==> src/rtl/intr_flag_pkg.sv <==
package intr_flag_pkg;

  localparam int unsigned STATUS_OFS = 0;
  localparam int unsigned ENABLE_OFS = 1;

  typedef struct packed {
    logic statusWr;
    logic enableWr;
    logic rdStatus;
    logic rdEnable;
  } ctlStrobes_t;

endpackage

==> src/rtl/intr_flag_ctl.sv <==
module intr_flag_ctl
  import intr_flag_pkg::*;
#(
  parameter int unsigned ADDR_W = 2
) (
  input  logic              regValid,
  input  logic              regWrite,
  input  logic [ADDR_W-1:0] regAddr,
  output ctlStrobes_t       strobes
);

  localparam logic [ADDR_W-1:0] STATUS_ADDR = ADDR_W'(STATUS_OFS);
  localparam logic [ADDR_W-1:0] ENABLE_ADDR = ADDR_W'(ENABLE_OFS);

  logic hitStatus;
  logic hitEnable;

  always_comb begin
    hitStatus        = regValid && (regAddr == STATUS_ADDR);
    hitEnable        = regValid && (regAddr == ENABLE_ADDR);
    strobes.statusWr = hitStatus && regWrite;
    strobes.enableWr = hitEnable && regWrite;
    strobes.rdStatus = hitStatus && !regWrite;
    strobes.rdEnable = hitEnable && !regWrite;
  end

endmodule

==> src/rtl/intr_flag_dp.sv <==
module intr_flag_dp
  import intr_flag_pkg::*;
#(
  parameter int unsigned NUM_SRC = 4
) (
  input  logic               clk,
  input  logic               rstN,
  input  logic [NUM_SRC-1:0] evtIn,
  input  logic [NUM_SRC-1:0] regWdata,
  input  ctlStrobes_t        strobes,
  output logic [NUM_SRC-1:0] flagsQ,
  output logic [NUM_SRC-1:0] enQ,
  output logic [NUM_SRC-1:0] regRdata,
  output logic               irqOut
);

  for (genvar g = 0; g < NUM_SRC; g++) begin : g_src
    // event beats clear: set has priority over the write-zero clear
    always_ff @(posedge clk or negedge rstN) begin
      if (!rstN) begin
        flagsQ[g] <= 1'b0;
      end else if (evtIn[g]) begin
        flagsQ[g] <= 1'b1;
      end else if (strobes.statusWr && !regWdata[g]) begin
        flagsQ[g] <= 1'b0;
      end
    end

    always_ff @(posedge clk or negedge rstN) begin
      if (!rstN) begin
        enQ[g] <= 1'b0;
      end else if (strobes.enableWr) begin
        enQ[g] <= regWdata[g];
      end
    end
  end

  always_comb begin
    regRdata = '0;
    if (strobes.rdStatus) regRdata = flagsQ;
    if (strobes.rdEnable) regRdata = enQ;
  end

  assign irqOut = |(flagsQ & enQ);

endmodule

==> src/rtl/intr_flag_unit.sv <==
module intr_flag_unit
  import intr_flag_pkg::*;
#(
  parameter int unsigned NUM_SRC = 4,
  parameter int unsigned ADDR_W  = 2
) (
  input  logic               clk,
  input  logic               rstN,
  input  logic [NUM_SRC-1:0] evtIn,
  input  logic               regValid,
  input  logic               regWrite,
  input  logic [ADDR_W-1:0]  regAddr,
  input  logic [NUM_SRC-1:0] regWdata,
  output logic [NUM_SRC-1:0] regRdata,
  output logic               irqOut
);

  ctlStrobes_t        strobes;
  logic [NUM_SRC-1:0] flagsQ;
  logic [NUM_SRC-1:0] enQ;

  intr_flag_ctl #(.ADDR_W(ADDR_W)) u_ctl (
    .regValid (regValid),
    .regWrite (regWrite),
    .regAddr  (regAddr),
    .strobes  (strobes)
  );

  intr_flag_dp #(.NUM_SRC(NUM_SRC)) u_dp (
    .clk      (clk),
    .rstN     (rstN),
    .evtIn    (evtIn),
    .regWdata (regWdata),
    .strobes  (strobes),
    .flagsQ   (flagsQ),
    .enQ      (enQ),
    .regRdata (regRdata),
    .irqOut   (irqOut)
  );

endmodule

==> config.mk <==
export PLATFORM = sky130hd
export DESIGN_NAME = intr_flag_unit
export DESIGN_NICKNAME = d
export VERILOG_FILES = /design/src/rtl/intr_flag_pkg.sv /design/src/rtl/intr_flag_ctl.sv /design/src/rtl/intr_flag_dp.sv /design/src/rtl/intr_flag_unit.sv
export SDC_FILE = /design/constraint.sdc
export NUM_CORES = 1
export LEC_CHECK = 0
export CAP_MARGIN = 30
export CORE_AREA = 3 3 40 42
export DETAILED_ROUTE_END_ITERATION = 6
export DIE_AREA = 0 0 43 45
export DONT_BUFFER_PORTS = 1
export GPL_ROUTABILITY_DRIVEN = 0
export GPL_TIMING_DRIVEN = 0
export HOLD_SLACK_MARGIN = 0.05
export REMOVE_ABC_BUFFERS = 1
export SYNTH_ARGS = -nofsm -noshare
export SYNTH_HDL_FRONTEND = slang
export SYNTH_SLANG_ARGS = --single-unit
==> constraint.sdc <==
create_clock -name clk -period 0.8 [get_ports clk]
set_input_delay 0 -clock clk [delete_from_list [all_inputs] [get_ports clk]]
set_output_delay 0 -clock clk [all_outputs]
set_load 0.01 [all_outputs]
==> metrics.txt, run 1 <==
# TYPE chip_impl_metric gauge
chip_impl_metric{name="post_synth_and_or_nand_nor_area_fraction",unit="%"} 22.7
chip_impl_info{name="critPathKind",value="reg2out"} 1
chip_impl_metric{name="timing.critical_path.fanout_max",unit=""} 3
chip_impl_metric{name="post-route-period-util",unit="%"} 122
chip_impl_metric{name="tightest_slew",unit="ns"} 0.373
chip_impl_metric{name="mappedNetlistArea",unit="sq um"} 424
chip_impl_metric{name="clock_sinks",unit=""} 8
chip_impl_metric{name="core.rowCount",unit=""} 13
chip_impl_info{name="worst_hold_path_type",value="in2reg"} 1
chip_impl_info{name="critical_register_to_register_path_endpoint",value="u_dp.flagsQ[0]"} 1
chip_impl_metric{name="synth-warning-count",unit=""} 0
chip_impl_metric{name="synth-xor-area-share",unit="%"} 0
chip_impl_metric{name="synth_enable_flop_cells",unit=""} 0
chip_impl_metric{name="place.detailed.instances",unit=""} 53
chip_impl_metric{name="required",unit="ns"} 0.80
chip_impl_metric{name="clock_path_buffers",unit=""} 2
chip_impl_metric{name="setup-violations-final",unit=""} 5
chip_impl_metric{name="antennaDiodeCount",unit=""} 0
chip_impl_info{name="setup_repair_after_global_routing_missed_its_margin",value="yes"} 1
chip_impl_metric{name="worstHoldPathCells",unit=""} 2
chip_impl_metric{name="synth-compound-area-share",unit="%"} 8.26
chip_impl_metric{name="layout_min_cycle_time",unit="ns"} 0.979
chip_impl_metric{name="track_usage",unit="%"} 10.3
chip_impl_metric{name="placeableCoreArea",unit="sq um"} 1280
chip_impl_info{name="cts_root_buffer",value="sky130_fd_sc_hd__clkbuf_4"} 1
chip_impl_metric{name="synth-seq-area-share",unit="%"} 47.2
chip_impl_metric{name="die_height",unit="um"} 45
chip_impl_metric{name="number_of_h_tree_branching_levels",unit=""} 1
chip_impl_metric{name="post-synth-top-area-fraction",unit="%"} 47.2
chip_impl_info{name="startpoint_type",value="register"} 1
chip_impl_info{name="failed_checks",value="setup timing"} 1
chip_impl_metric{name="final_util",unit="%"} 46.3
chip_impl_metric{name="via_count",unit=""} 364
chip_impl_metric{name="ff2ff_setup_slack",unit="ns"} 0.02
chip_impl_info{name="whs_endpoint",value="u_dp.enQ[0]"} 1
chip_impl_info{name="clock_tree_from_tritoncts",value="yes"} 1
chip_impl_metric{name="final_net_count",unit=""} 70
chip_impl_metric{name="synth-async-reset-ratio",unit="%"} 100
chip_impl_info{name="rr_startpoint",value="u_dp.flagsQ[0]"} 1
chip_impl_metric{name="antenna_found_initial",unit=""} 0
chip_impl_info{name="ys_dominant_reg_cell",value="sky130_fd_sc_hd__dfrtp_1"} 1
chip_impl_metric{name="drt_iter0_markers",unit=""} 9
chip_impl_metric{name="detail_route.wirelength",unit="um"} 1000
chip_impl_metric{name="fmax",unit="MHz"} 1020
chip_impl_metric{name="start_util",unit="%"} 33.0
chip_impl_metric{name="flip_flop_and_latch_count_after_synthesis",unit=""} 8
chip_impl_info{name="hold_path.startpoint",value="regAddr[0]"} 1
chip_impl_metric{name="grt_start_max_net_pins",unit=""} 9
chip_impl_metric{name="peakVddDrop",unit="V"} 0.000541
chip_impl_metric{name="stdcell_count",unit=""} 69
chip_impl_info{name="synth_top_family_by_area",value="simple AND/OR/NAND/NOR gates"} 1
chip_impl_metric{name="hpwlAfterDp",unit="um"} 679
chip_impl_metric{name="cap_viol_max_count",unit=""} 0
chip_impl_metric{name="area_growth",unit="%"} 40.4
chip_impl_metric{name="tritoncts.num_buffers",unit=""} 3
chip_impl_info{name="post-synth-top-count-cell",value="sky130_fd_sc_hd__nor2_1"} 1
chip_impl_metric{name="drtPass1Iterations",unit=""} 5
chip_impl_info{name="synthTopCellsByCount",value="sky130_fd_sc_hd__nor2_1 (12), sky130_fd_sc_hd__dfrtp_1 (8), sky130_fd_sc_hd__a21oi_1 (4), sky130_fd_sc_hd__mux2_2 (4), sky130_fd_sc_hd__mux2i_1 (4)"} 1
chip_impl_metric{name="via_per_inst",unit=""} 5.28
chip_impl_metric{name="critical_path_arrival",unit="ns"} 0.98
chip_impl_info{name="post-synth-top-area-cell",value="sky130_fd_sc_hd__dfrtp_1"} 1
chip_impl_metric{name="wire_per_inst",unit="um"} 14.5
chip_impl_metric{name="worst-r2r-cell-count",unit=""} 3
chip_impl_metric{name="hold_buffers",unit=""} 9
chip_impl_metric{name="grt_pass1_wl",unit="um"} 1410
chip_impl_metric{name="slew_margin_rel",unit="%"} 75.0
chip_impl_metric{name="synth_fa_ha_area_share",unit="%"} 0
chip_impl_info{name="status",value="finished with violations"} 1
chip_impl_metric{name="globalRoute.totalOverflow",unit=""} 0
chip_impl_metric{name="post_synth.cell_area_avg",unit="sq um"} 10.9
chip_impl_metric{name="fin_setup_tns",unit="ns"} -0.595
chip_impl_metric{name="post_synth_inst_count",unit=""} 39
chip_impl_metric{name="number_of_global_route_vias_before_repair",unit=""} 323
chip_impl_metric{name="cellLeakagePower",unit="uW"} 0.000248
chip_impl_metric{name="post_synth_mux_area_share",unit="%"} 20.1
chip_impl_metric{name="setup_slack",unit="ns"} -0.179
chip_impl_metric{name="slew_limit_fails",unit=""} 0
chip_impl_metric{name="power-per-cell-area",unit="nW/um^2"} 1690
chip_impl_metric{name="detail_route.drc_violations",unit=""} 0
chip_impl_metric{name="final_layout_size_suffix_gt1_share",unit="%"} 38.9
chip_impl_info{name="post_synth_main_area_contributors",value="sky130_fd_sc_hd__dfrtp_1 (47%), sky130_fd_sc_hd__mux2_2 (11%), sky130_fd_sc_hd__nor2_1 (11%)"} 1
chip_impl_metric{name="top_level_ports",unit=""} 19
chip_impl_metric{name="netlist-cell-type-count",unit=""} 11
chip_impl_metric{name="die_area",unit="sq um"} 1940
chip_impl_info{name="end_kind",value="output port"} 1
chip_impl_metric{name="worstSkewPairLatency",unit="ns"} 0.26
chip_impl_metric{name="final.setup_skew",unit="ns"} 0
chip_impl_metric{name="hold-worst-slack",unit="ns"} 0.0106
chip_impl_metric{name="final_hold_viol_count",unit=""} 0
chip_impl_metric{name="chipWidth",unit="um"} 43
chip_impl_metric{name="clk_pin_slew_worst_paths",unit="ns"} 0.06
chip_impl_metric{name="pre_cts_ws",unit="ns"} 0.0356
chip_impl_metric{name="ant_nets",unit=""} 0
chip_impl_metric{name="number_of_buffer_cells_added_on_primary_ports",unit=""} 0
==> metrics by stage <==
stage,power [uW],area (sq um)
5_1_grt,1040,596
3_5_place_dp,629,435
6_report,1010,596
4_1_cts,998,563
3_3_place_gp,622,435
2_1_floorplan,605,417
==> metal layers <==
metal,vias up,track usage (%),wire length (um)
met1,178,11.8,396
met3,3,2.39,59
met4,0,9.04,26
met2,16,16.2,520
li1,167,-,-
met5,-,0,0
==> power breakdown <==
| group | total (uW) | internal, uW | switching (uW) |
|---|---|---|---|
| combinational | 196 | 115 | 80.7 |
| sequential | 492 | 455 | 36.9 |
| clock | 318 | 172 | 146 |
==> final cells by class <==
type / instances / area, sq um
well taps: 15 / 18.8
multi-input cells: 30 / 234
repair buffers: 13 / 120
clock buffers: 3 / 22.5
fillers: 128 / 689
flip-flops and latches: 8 / 200
==> state kept, by name, indices dropped and copies added, names as in the netlist <==
name,count
u_dp.enQ,4
u_dp.flagsQ,4
==> layout by cell type (no fill, tap or decap) <==
cell type / synthesis / routed
sky130_fd_sc_hd__dlygate4sd3_1: 0 / 9
sky130_fd_sc_hd__dfrtp_1: 8 / 8
sky130_fd_sc_hd__nor2_2: 0 / 7
sky130_fd_sc_hd__nor2_1: 12 / 5
sky130_fd_sc_hd__mux2i_1: 4 / 4
sky130_fd_sc_hd__a21oi_1: 4 / 4
sky130_fd_sc_hd__mux2_2: 4 / 4
sky130_fd_sc_hd__buf_4: 1 / 4
sky130_fd_sc_hd__clkbuf_4: 0 / 3
sky130_fd_sc_hd__a22oi_1: 2 / 2
sky130_fd_sc_hd__or3b_4: 1 / 1
sky130_fd_sc_hd__nand2_1: 1 / 1
sky130_fd_sc_hd__and4bb_2: 1 / 1
sky130_fd_sc_hd__nand4b_4: 1 / 1
==> repair_timing <==
action	4_1_cts	5_1_grt
hold endpoints to repair	16	4
pin swaps	2	2
resized for setup	3	4
setup buffers	1	3
endpoints found under the setup margin	5	6
gates cloned	0	0
==> kinds of logic after synthesis <==
group,after synthesis
buf+inv,1
compound gates,6
mux,8
flops,8
simple gates,16
==> worst max-delay path by stage <==
stage | from | end | slack (ns) | cells past startpoint
3_5_place_dp | u_dp.enQ[1] | u_dp.enQ[1] | 0.04 | 1
2_1_floorplan | u_dp.enQ[1] | u_dp.enQ[1] | 0.07 | 1
4_1_cts | u_dp.enQ[1] | irqOut | -0.18 | 2
6_report | u_dp.enQ[1] | irqOut | -0.18 | 2
3_3_place_gp | u_dp.enQ[1] | u_dp.enQ[1] | 0.05 | 1
5_1_grt | u_dp.flagsQ[2] | irqOut | -0.20 | 2
==> worst max-delay path, cell delays in order (launching register included) <==
cell and delay, ns:
sky130_fd_sc_hd__dfrtp_1 0.39, sky130_fd_sc_hd__a22oi_1 0.20, sky130_fd_sc_hd__nand2_1 0.13
Note: power is estimated with default switching activity, not from simulation.
==> inputs of run 2 (changes only) <==
==> constraint.sdc (replaced) <==
create_clock -name clk -period 0.8 [get_ports clk]
set_input_delay 0 -clock clk [delete_from_list [all_inputs] [get_ports clk]]
set_output_delay 0 -clock clk [all_outputs]
set_load 0.1 [all_outputs]
==> metrics.txt, run 2 (same netlist as run 1, synthesis figures left out) <==
# TYPE chip_impl_metric gauge
chip_impl_metric{name="drt_iter0_markers",unit=""} 2
chip_impl_info{name="setup_repair_after_global_routing_missed_its_margin",value="yes"} 1
chip_impl_metric{name="via_count",unit=""} 368
chip_impl_metric{name="hold-worst-slack",unit="ns"} 0.0188
chip_impl_metric{name="switching_part_of_the_total_power",unit="%"} 33.8
chip_impl_metric{name="multiInputGateArea",unit="sq um"} 262
chip_impl_metric{name="core.rowCount",unit=""} 13
chip_impl_metric{name="cellLeakagePower",unit="uW"} 0.000294
chip_impl_metric{name="grt_pass1_wl",unit="um"} 1460
chip_impl_metric{name="worstSkewPairLatency",unit="ns"} 0.25
chip_impl_metric{name="clock_sinks",unit=""} 8
chip_impl_metric{name="placed_area",unit="sq um"} 505
chip_impl_metric{name="slew_margin_rel",unit="%"} 74.5
chip_impl_info{name="layout.cells.most_common",value="sky130_fd_sc_hd__dlygate4sd3_1"} 1
chip_impl_metric{name="antennaDiodeCount",unit=""} 0
chip_impl_metric{name="post-route-period-util",unit="%"} 140
chip_impl_metric{name="detail_route.drc_violations",unit=""} 0
chip_impl_metric{name="setup-violations-final",unit=""} 6
chip_impl_metric{name="die_area",unit="sq um"} 1940
chip_impl_metric{name="layout_min_cycle_time",unit="ns"} 1.12
chip_impl_metric{name="clk_pin_slew_worst_paths",unit="ns"} 0.06
chip_impl_metric{name="power-per-cell-area",unit="nW/um^2"} 1710
chip_impl_metric{name="placeableCoreArea",unit="sq um"} 1280
chip_impl_metric{name="final_net_count",unit=""} 73
chip_impl_metric{name="grt_start_max_net_pins",unit=""} 9
chip_impl_info{name="status",value="finished with violations"} 1
chip_impl_info{name="cts_root_buffer",value="sky130_fd_sc_hd__clkbuf_4"} 1
chip_impl_metric{name="register_area",unit="sq um"} 200
chip_impl_info{name="end_kind",value="output port"} 1
chip_impl_metric{name="top_level_ports",unit=""} 19
chip_impl_metric{name="filler_cell_count",unit=""} 109
chip_impl_metric{name="intPower",unit="uW"} 797
chip_impl_metric{name="slew_limit_fails",unit=""} 0
chip_impl_metric{name="tritoncts.num_buffers",unit=""} 3
chip_impl_metric{name="chipWidth",unit="um"} 43
chip_impl_info{name="largest_registers",value="u_dp.enQ (4), u_dp.flagsQ (4)"} 1
chip_impl_metric{name="required",unit="ns"} 0.80
chip_impl_metric{name="critical_path_arrival",unit="ns"} 1.12
chip_impl_metric{name="net_load_switching_power",unit="uW"} 406
chip_impl_metric{name="area_growth",unit="%"} 65.8
chip_impl_metric{name="clock_path_buffers",unit=""} 2
chip_impl_metric{name="via_per_inst",unit=""} 5.11
chip_impl_info{name="critPathKind",value="reg2out"} 1
chip_impl_metric{name="ant_nets",unit=""} 0
chip_impl_metric{name="seq_power_share",unit="%"} 41.5
chip_impl_info{name="startpoint_type",value="register"} 1
chip_impl_metric{name="final_layout_size_suffix_gt1_share",unit="%"} 47.4
chip_impl_info{name="final_cell_mix",value="sky130_fd_sc_hd__dlygate4sd3_1 (9), sky130_fd_sc_hd__dfrtp_1 (8), sky130_fd_sc_hd__nor2_1 (6), sky130_fd_sc_hd__nor2_2 (5)"} 1
chip_impl_info{name="hold_path.startpoint",value="regAddr[0]"} 1
chip_impl_metric{name="cap_viol_max_count",unit=""} 0
chip_impl_metric{name="final_hold_viol_count",unit=""} 0
chip_impl_metric{name="tightest_slew",unit="ns"} 0.381
chip_impl_info{name="worstSetupStartpoint",value="u_dp.enQ[1]"} 1
chip_impl_info{name="clock_tree_from_tritoncts",value="yes"} 1
chip_impl_metric{name="drtPass1Iterations",unit=""} 2
chip_impl_metric{name="setup_slack",unit="ns"} -0.323
chip_impl_metric{name="globalRoute.totalOverflow",unit=""} 0
chip_impl_metric{name="track_usage",unit="%"} 10.5
chip_impl_metric{name="fmax",unit="MHz"} 891
chip_impl_metric{name="detail_route.wirelength",unit="um"} 962
chip_impl_metric{name="die_height",unit="um"} 45
chip_impl_metric{name="final.setup_skew",unit="ns"} 0
chip_impl_metric{name="clockPowerShare",unit="%"} 25.7
chip_impl_metric{name="share_comb_of_total_power",unit="%"} 32.8
chip_impl_metric{name="hpwlAfterDp",unit="um"} 704
chip_impl_info{name="rr_startpoint",value="u_dp.flagsQ[1]"} 1
chip_impl_metric{name="hold_buffers",unit=""} 9
chip_impl_metric{name="wire_per_inst",unit="um"} 13.4
chip_impl_metric{name="number_of_h_tree_branching_levels",unit=""} 1
chip_impl_metric{name="peakVddDrop",unit="V"} 0.000644
chip_impl_metric{name="start_util",unit="%"} 33.0
chip_impl_metric{name="antenna_found_initial",unit=""} 0
chip_impl_metric{name="number_of_global_route_vias_before_repair",unit=""} 359
chip_impl_metric{name="timing.critical_path.fanout_max",unit=""} 3
chip_impl_info{name="worst_hold_path_type",value="in2reg"} 1
chip_impl_metric{name="final_area",unit="sq um"} 703
chip_impl_metric{name="number_of_buffer_cells_added_on_primary_ports",unit=""} 0
chip_impl_info{name="failed_checks",value="setup timing"} 1
-- run 2: metrics by stage --
stage | utilization, % | power, uW | std cells | TNS, ns | setup slack, ns
after floorplan | - | 730 | 38 | -3.80 | -0.874
after global placement | 33.9 | 747 | 53 | -4.06 | -0.931
after detailed placement | 39.3 | 788 | 57 | -0.361 | -0.361
after CTS | 52.2 | 1200 | 71 | -1.39 | -0.330
after global routing | 54.7 | 1250 | 72 | -1.82 | -0.365
final | 54.7 | 1200 | 72 | -1.48 | -0.323
-- run 2: layout make-up --
| class | instances | area share [%] |
|---|---|---|
| Multi-Input combinational cell | 30 | 37.2 |
| Timing Repair Buffer | 16 | 28.5 |
| Tap cell | 15 | 2.67 |
| Sequential cell | 8 | 28.5 |
| Clock buffer | 3 | 3.20 |
-- run 2: worst paths after layout --
path	endpoint	slack, ns	depth (start not counted)
setup reg to reg	u_dp.flagsQ[1]	-0.09	4
hold / removal	u_dp.enQ[0]	0.02	2
setup / recovery	irqOut	-0.32	2
hold reg to reg	u_dp.enQ[3]	0.56	1
max in group asynchronous	u_dp.flagsQ[1]	0.43	1
min in group asynchronous	u_dp.enQ[2]	0.10	1
-- run 2: power groups by stage --
stage	sequential (uW)	combinational (uW)	clock, uW
2_1_floorplan	487	243	0
3_3_place_gp	495	252	0
3_5_place_dp	498	290	0
4_1_cts	498	382	317
5_1_grt	505	415	331
6_report	500	395	309
-- run 2: routing by layer --
layer	routed length (um)	GRT usage [%]	vias to the layer above
met5	0	0	-
met1	401	12.5	177
met3	54	1.59	2
met4	15	9.04	0
met2	490	16.8	15
li1	-	-	174
-- run 2: worst max-delay path: stages (launching register included) --
cell	delay, ns
sky130_fd_sc_hd__dfrtp_1	0.40
sky130_fd_sc_hd__a22oi_2	0.24
sky130_fd_sc_hd__nand2_4	0.23
-- run 2: timing repair --
| action | 4_1_cts | 5_1_grt |
|---|---|---|
| setup buffers | 2 | 2 |
| endpoints found under the setup margin | 5 | 8 |
| hold endpoints to repair | 16 | 4 |
| cloned | 0 | 0 |
| resized for setup | 8 | 7 |
| pin swaps | 1 | 1 |
==> inputs of run 3 (changes only) <==
--- a/config.mk
+++ b/config.mk
@@ -7,6 +7,7 @@
 export LEC_CHECK = 0
 export CAP_MARGIN = 30
 export CORE_AREA = 3 3 40 42
+export CTS_BUF_LIST = sky130_fd_sc_hd__clkbuf_16
 export DETAILED_ROUTE_END_ITERATION = 6
 export DIE_AREA = 0 0 43 45
 export DONT_BUFFER_PORTS = 1
@@ -17,3 +18,4 @@
 export SYNTH_ARGS = -nofsm -noshare
 export SYNTH_HDL_FRONTEND = slang
 export SYNTH_SLANG_ARGS = --single-unit
+export TNS_END_PERCENT = 30
==> metrics.txt, run 3 (same netlist as run 1, synthesis figures left out) <==
# TYPE chip_impl_metric gauge
chip_impl_info{name="status",value="finished with violations"} 1
chip_impl_info{name="failed_checks",value="setup timing"} 1
chip_impl_metric{name="clock_path_buffers",unit=""} 2
chip_impl_metric{name="final_net_count",unit=""} 70
chip_impl_metric{name="final_hold_viol_count",unit=""} 0
chip_impl_metric{name="report.power.total",unit="uW"} 1710
chip_impl_metric{name="required",unit="ns"} 0.80
chip_impl_metric{name="die_area",unit="sq um"} 1940
chip_impl_metric{name="worst-r2r-cell-count",unit=""} 1
chip_impl_metric{name="fmax",unit="MHz"} 920
chip_impl_metric{name="ff2ff_setup_slack",unit="ns"} 0.02
chip_impl_metric{name="number_of_h_tree_branching_levels",unit=""} 1
chip_impl_metric{name="antenna_found_initial",unit=""} 0
chip_impl_metric{name="timing.critical_path.fanout_max",unit=""} 3
chip_impl_metric{name="final.setup_skew",unit="ns"} 0
chip_impl_metric{name="globalRoute.totalOverflow",unit=""} 0
chip_impl_info{name="crit_end",value="irqOut"} 1
chip_impl_metric{name="setup_slack",unit="ns"} -0.287
chip_impl_metric{name="start_util",unit="%"} 33.0
chip_impl_info{name="end_kind",value="output port"} 1
chip_impl_info{name="critPathKind",value="reg2out"} 1
chip_impl_metric{name="via_per_inst",unit=""} 5.22
chip_impl_metric{name="top_level_ports",unit=""} 19
chip_impl_metric{name="cts.repair_timing.setup_buffer_count",unit=""} 0
chip_impl_metric{name="drtPass1Iterations",unit=""} 4
chip_impl_metric{name="detail_route.wirelength",unit="um"} 1040
chip_impl_metric{name="filler_cell_count",unit=""} 103
chip_impl_metric{name="final_layout_size_suffix_gt1_share",unit="%"} 38.9
chip_impl_metric{name="critical_path_arrival",unit="ns"} 1.09
chip_impl_metric{name="post-route-period-util",unit="%"} 136
chip_impl_info{name="final_cell_mix",value="sky130_fd_sc_hd__dlygate4sd3_1 (9), sky130_fd_sc_hd__nor2_1 (8), sky130_fd_sc_hd__dfrtp_1 (8)"} 1
chip_impl_metric{name="tritoncts.num_buffers",unit=""} 3
chip_impl_metric{name="slew_margin_rel",unit="%"} 74.9
chip_impl_metric{name="wire_per_inst",unit="um"} 15.1
chip_impl_metric{name="grt_pass1_wl",unit="um"} 1590
chip_impl_metric{name="peakVddDrop",unit="V"} 0.00146
chip_impl_metric{name="cap_viol_max_count",unit=""} 0
chip_impl_info{name="setup_repair_after_global_routing_missed_its_margin",value="yes"} 1
chip_impl_metric{name="ant_nets",unit=""} 0
chip_impl_metric{name="track_usage",unit="%"} 12.1
chip_impl_metric{name="chipWidth",unit="um"} 43
chip_impl_metric{name="number_of_global_route_vias_before_repair",unit=""} 365
chip_impl_metric{name="setup-violations-final",unit=""} 5
chip_impl_metric{name="register_area",unit="sq um"} 200
chip_impl_info{name="worst_hold_path_type",value="in2reg"} 1
chip_impl_metric{name="core.rowCount",unit=""} 13
chip_impl_metric{name="grt_start_max_net_pins",unit=""} 9
chip_impl_metric{name="number_of_buffer_cells_added_on_primary_ports",unit=""} 0
chip_impl_metric{name="clock_sinks",unit=""} 8
chip_impl_metric{name="detail_route.drc_violations",unit=""} 0
chip_impl_metric{name="worstSkewPairLatency",unit="ns"} 0.23
chip_impl_metric{name="die_height",unit="um"} 45
chip_impl_metric{name="stdcell_count",unit=""} 69
chip_impl_info{name="largest_registers",value="u_dp.enQ (4), u_dp.flagsQ (4)"} 1
chip_impl_metric{name="clk_pin_slew_worst_paths",unit="ns"} 0.04
chip_impl_metric{name="antennaDiodeCount",unit=""} 0
chip_impl_metric{name="area_growth",unit="%"} 67.0
chip_impl_info{name="layout.cells.most_common",value="sky130_fd_sc_hd__dlygate4sd3_1"} 1
chip_impl_metric{name="layout_min_cycle_time",unit="ns"} 1.09
chip_impl_metric{name="power-per-cell-area",unit="nW/um^2"} 2410
chip_impl_metric{name="hpwlAfterDp",unit="um"} 704
chip_impl_info{name="critical_register_to_register_path_endpoint",value="u_dp.enQ[1]"} 1
chip_impl_metric{name="via_count",unit=""} 360
chip_impl_metric{name="tightest_slew",unit="ns"} 0.375
chip_impl_metric{name="final_area",unit="sq um"} 708
chip_impl_info{name="cts_root_buffer",value="sky130_fd_sc_hd__clkbuf_16"} 1
chip_impl_metric{name="placeableCoreArea",unit="sq um"} 1280
chip_impl_info{name="rr_startpoint",value="u_dp.enQ[1]"} 1
chip_impl_info{name="worstSetupStartpoint",value="u_dp.enQ[1]"} 1
chip_impl_info{name="clock_tree_from_tritoncts",value="yes"} 1
chip_impl_metric{name="place.detailed.instances",unit=""} 57
chip_impl_metric{name="slew_limit_fails",unit=""} 0
chip_impl_metric{name="placed_area",unit="sq um"} 505
chip_impl_info{name="startpoint_type",value="register"} 1
chip_impl_metric{name="cellLeakagePower",unit="uW"} 0.000297
chip_impl_metric{name="drt_iter0_markers",unit=""} 14
chip_impl_metric{name="multiInputGateArea",unit="sq um"} 244
chip_impl_metric{name="final_util",unit="%"} 55.1
run 3: cell types whose count changed in the layout (fill, tap and decap cells not counted), sizes merged:
cell | previous run | this run
buf | 7 | 4
run 3: worst max-delay path, cell delays in order, from the launching register on:
cell                      delay [ns]
sky130_fd_sc_hd__dfrtp_1        0.39
sky130_fd_sc_hd__a22oi_2        0.24
sky130_fd_sc_hd__nand2_4        0.23
run 3: repair_timing:
item | CTS | global route
hold buffers | 9 | 0
endpoints found under the setup margin | 5 | 6
pin swaps | 1 | 1
endpoints found under the hold margin | 16 | 0
resized for setup | 8 | 0
run 3: worst min-delay path by stage:
stage	from	endpoint	cells past startpoint
2_1_floorplan	rstN	u_dp.enQ[0]	0
3_3_place_gp	rstN	u_dp.flagsQ[2]	0
3_5_place_dp	rstN	u_dp.enQ[2]	0
4_1_cts	regAddr[0]	u_dp.enQ[2]	2
5_1_grt	regAddr[0]	u_dp.enQ[0]	2
6_report	regAddr[0]	u_dp.enQ[0]	2
run 3: where the power goes:
part	total, uW	switching [uW]	leakage [uW]	internal (uW)
Clock	827	184	0.0000370	643
Sequential	501	43.8	0.0000838	457
Combinational	378	220	0.000176	158
run 3: metrics by stage:
step / setup TNS [ns] / hold slack (ns) / setup WS, ns
2_1_floorplan: -3.80 / -0.296 / -0.874
3_3_place_gp: -4.06 / -0.295 / -0.931
3_5_place_dp: -0.361 / -0.295 / -0.361
4_1_cts: -1.29 / 0.0418 / -0.301
5_1_grt: -1.53 / 0.0546 / -0.325
6_report: -1.26 / 0.0422 / -0.287
run 3: final cells by class:
cell class | count | area share (%)
tap | 15 | 2.65
timing repair buffer | 13 | 24.0
sequential | 8 | 28.3
multi-input combinational | 30 | 34.5
clock buffer | 3 | 10.6
run 3: routing by layer:
metal / wire (um) / share of wire [%] / track usage, %
met2: 569 / 55 / 19.5
met1: 372 / 36 / 13.0
met4: 21 / 2.0 / 10.8
met5: 0 / 0 / 0
met3: 76 / 7.3 / 3.19
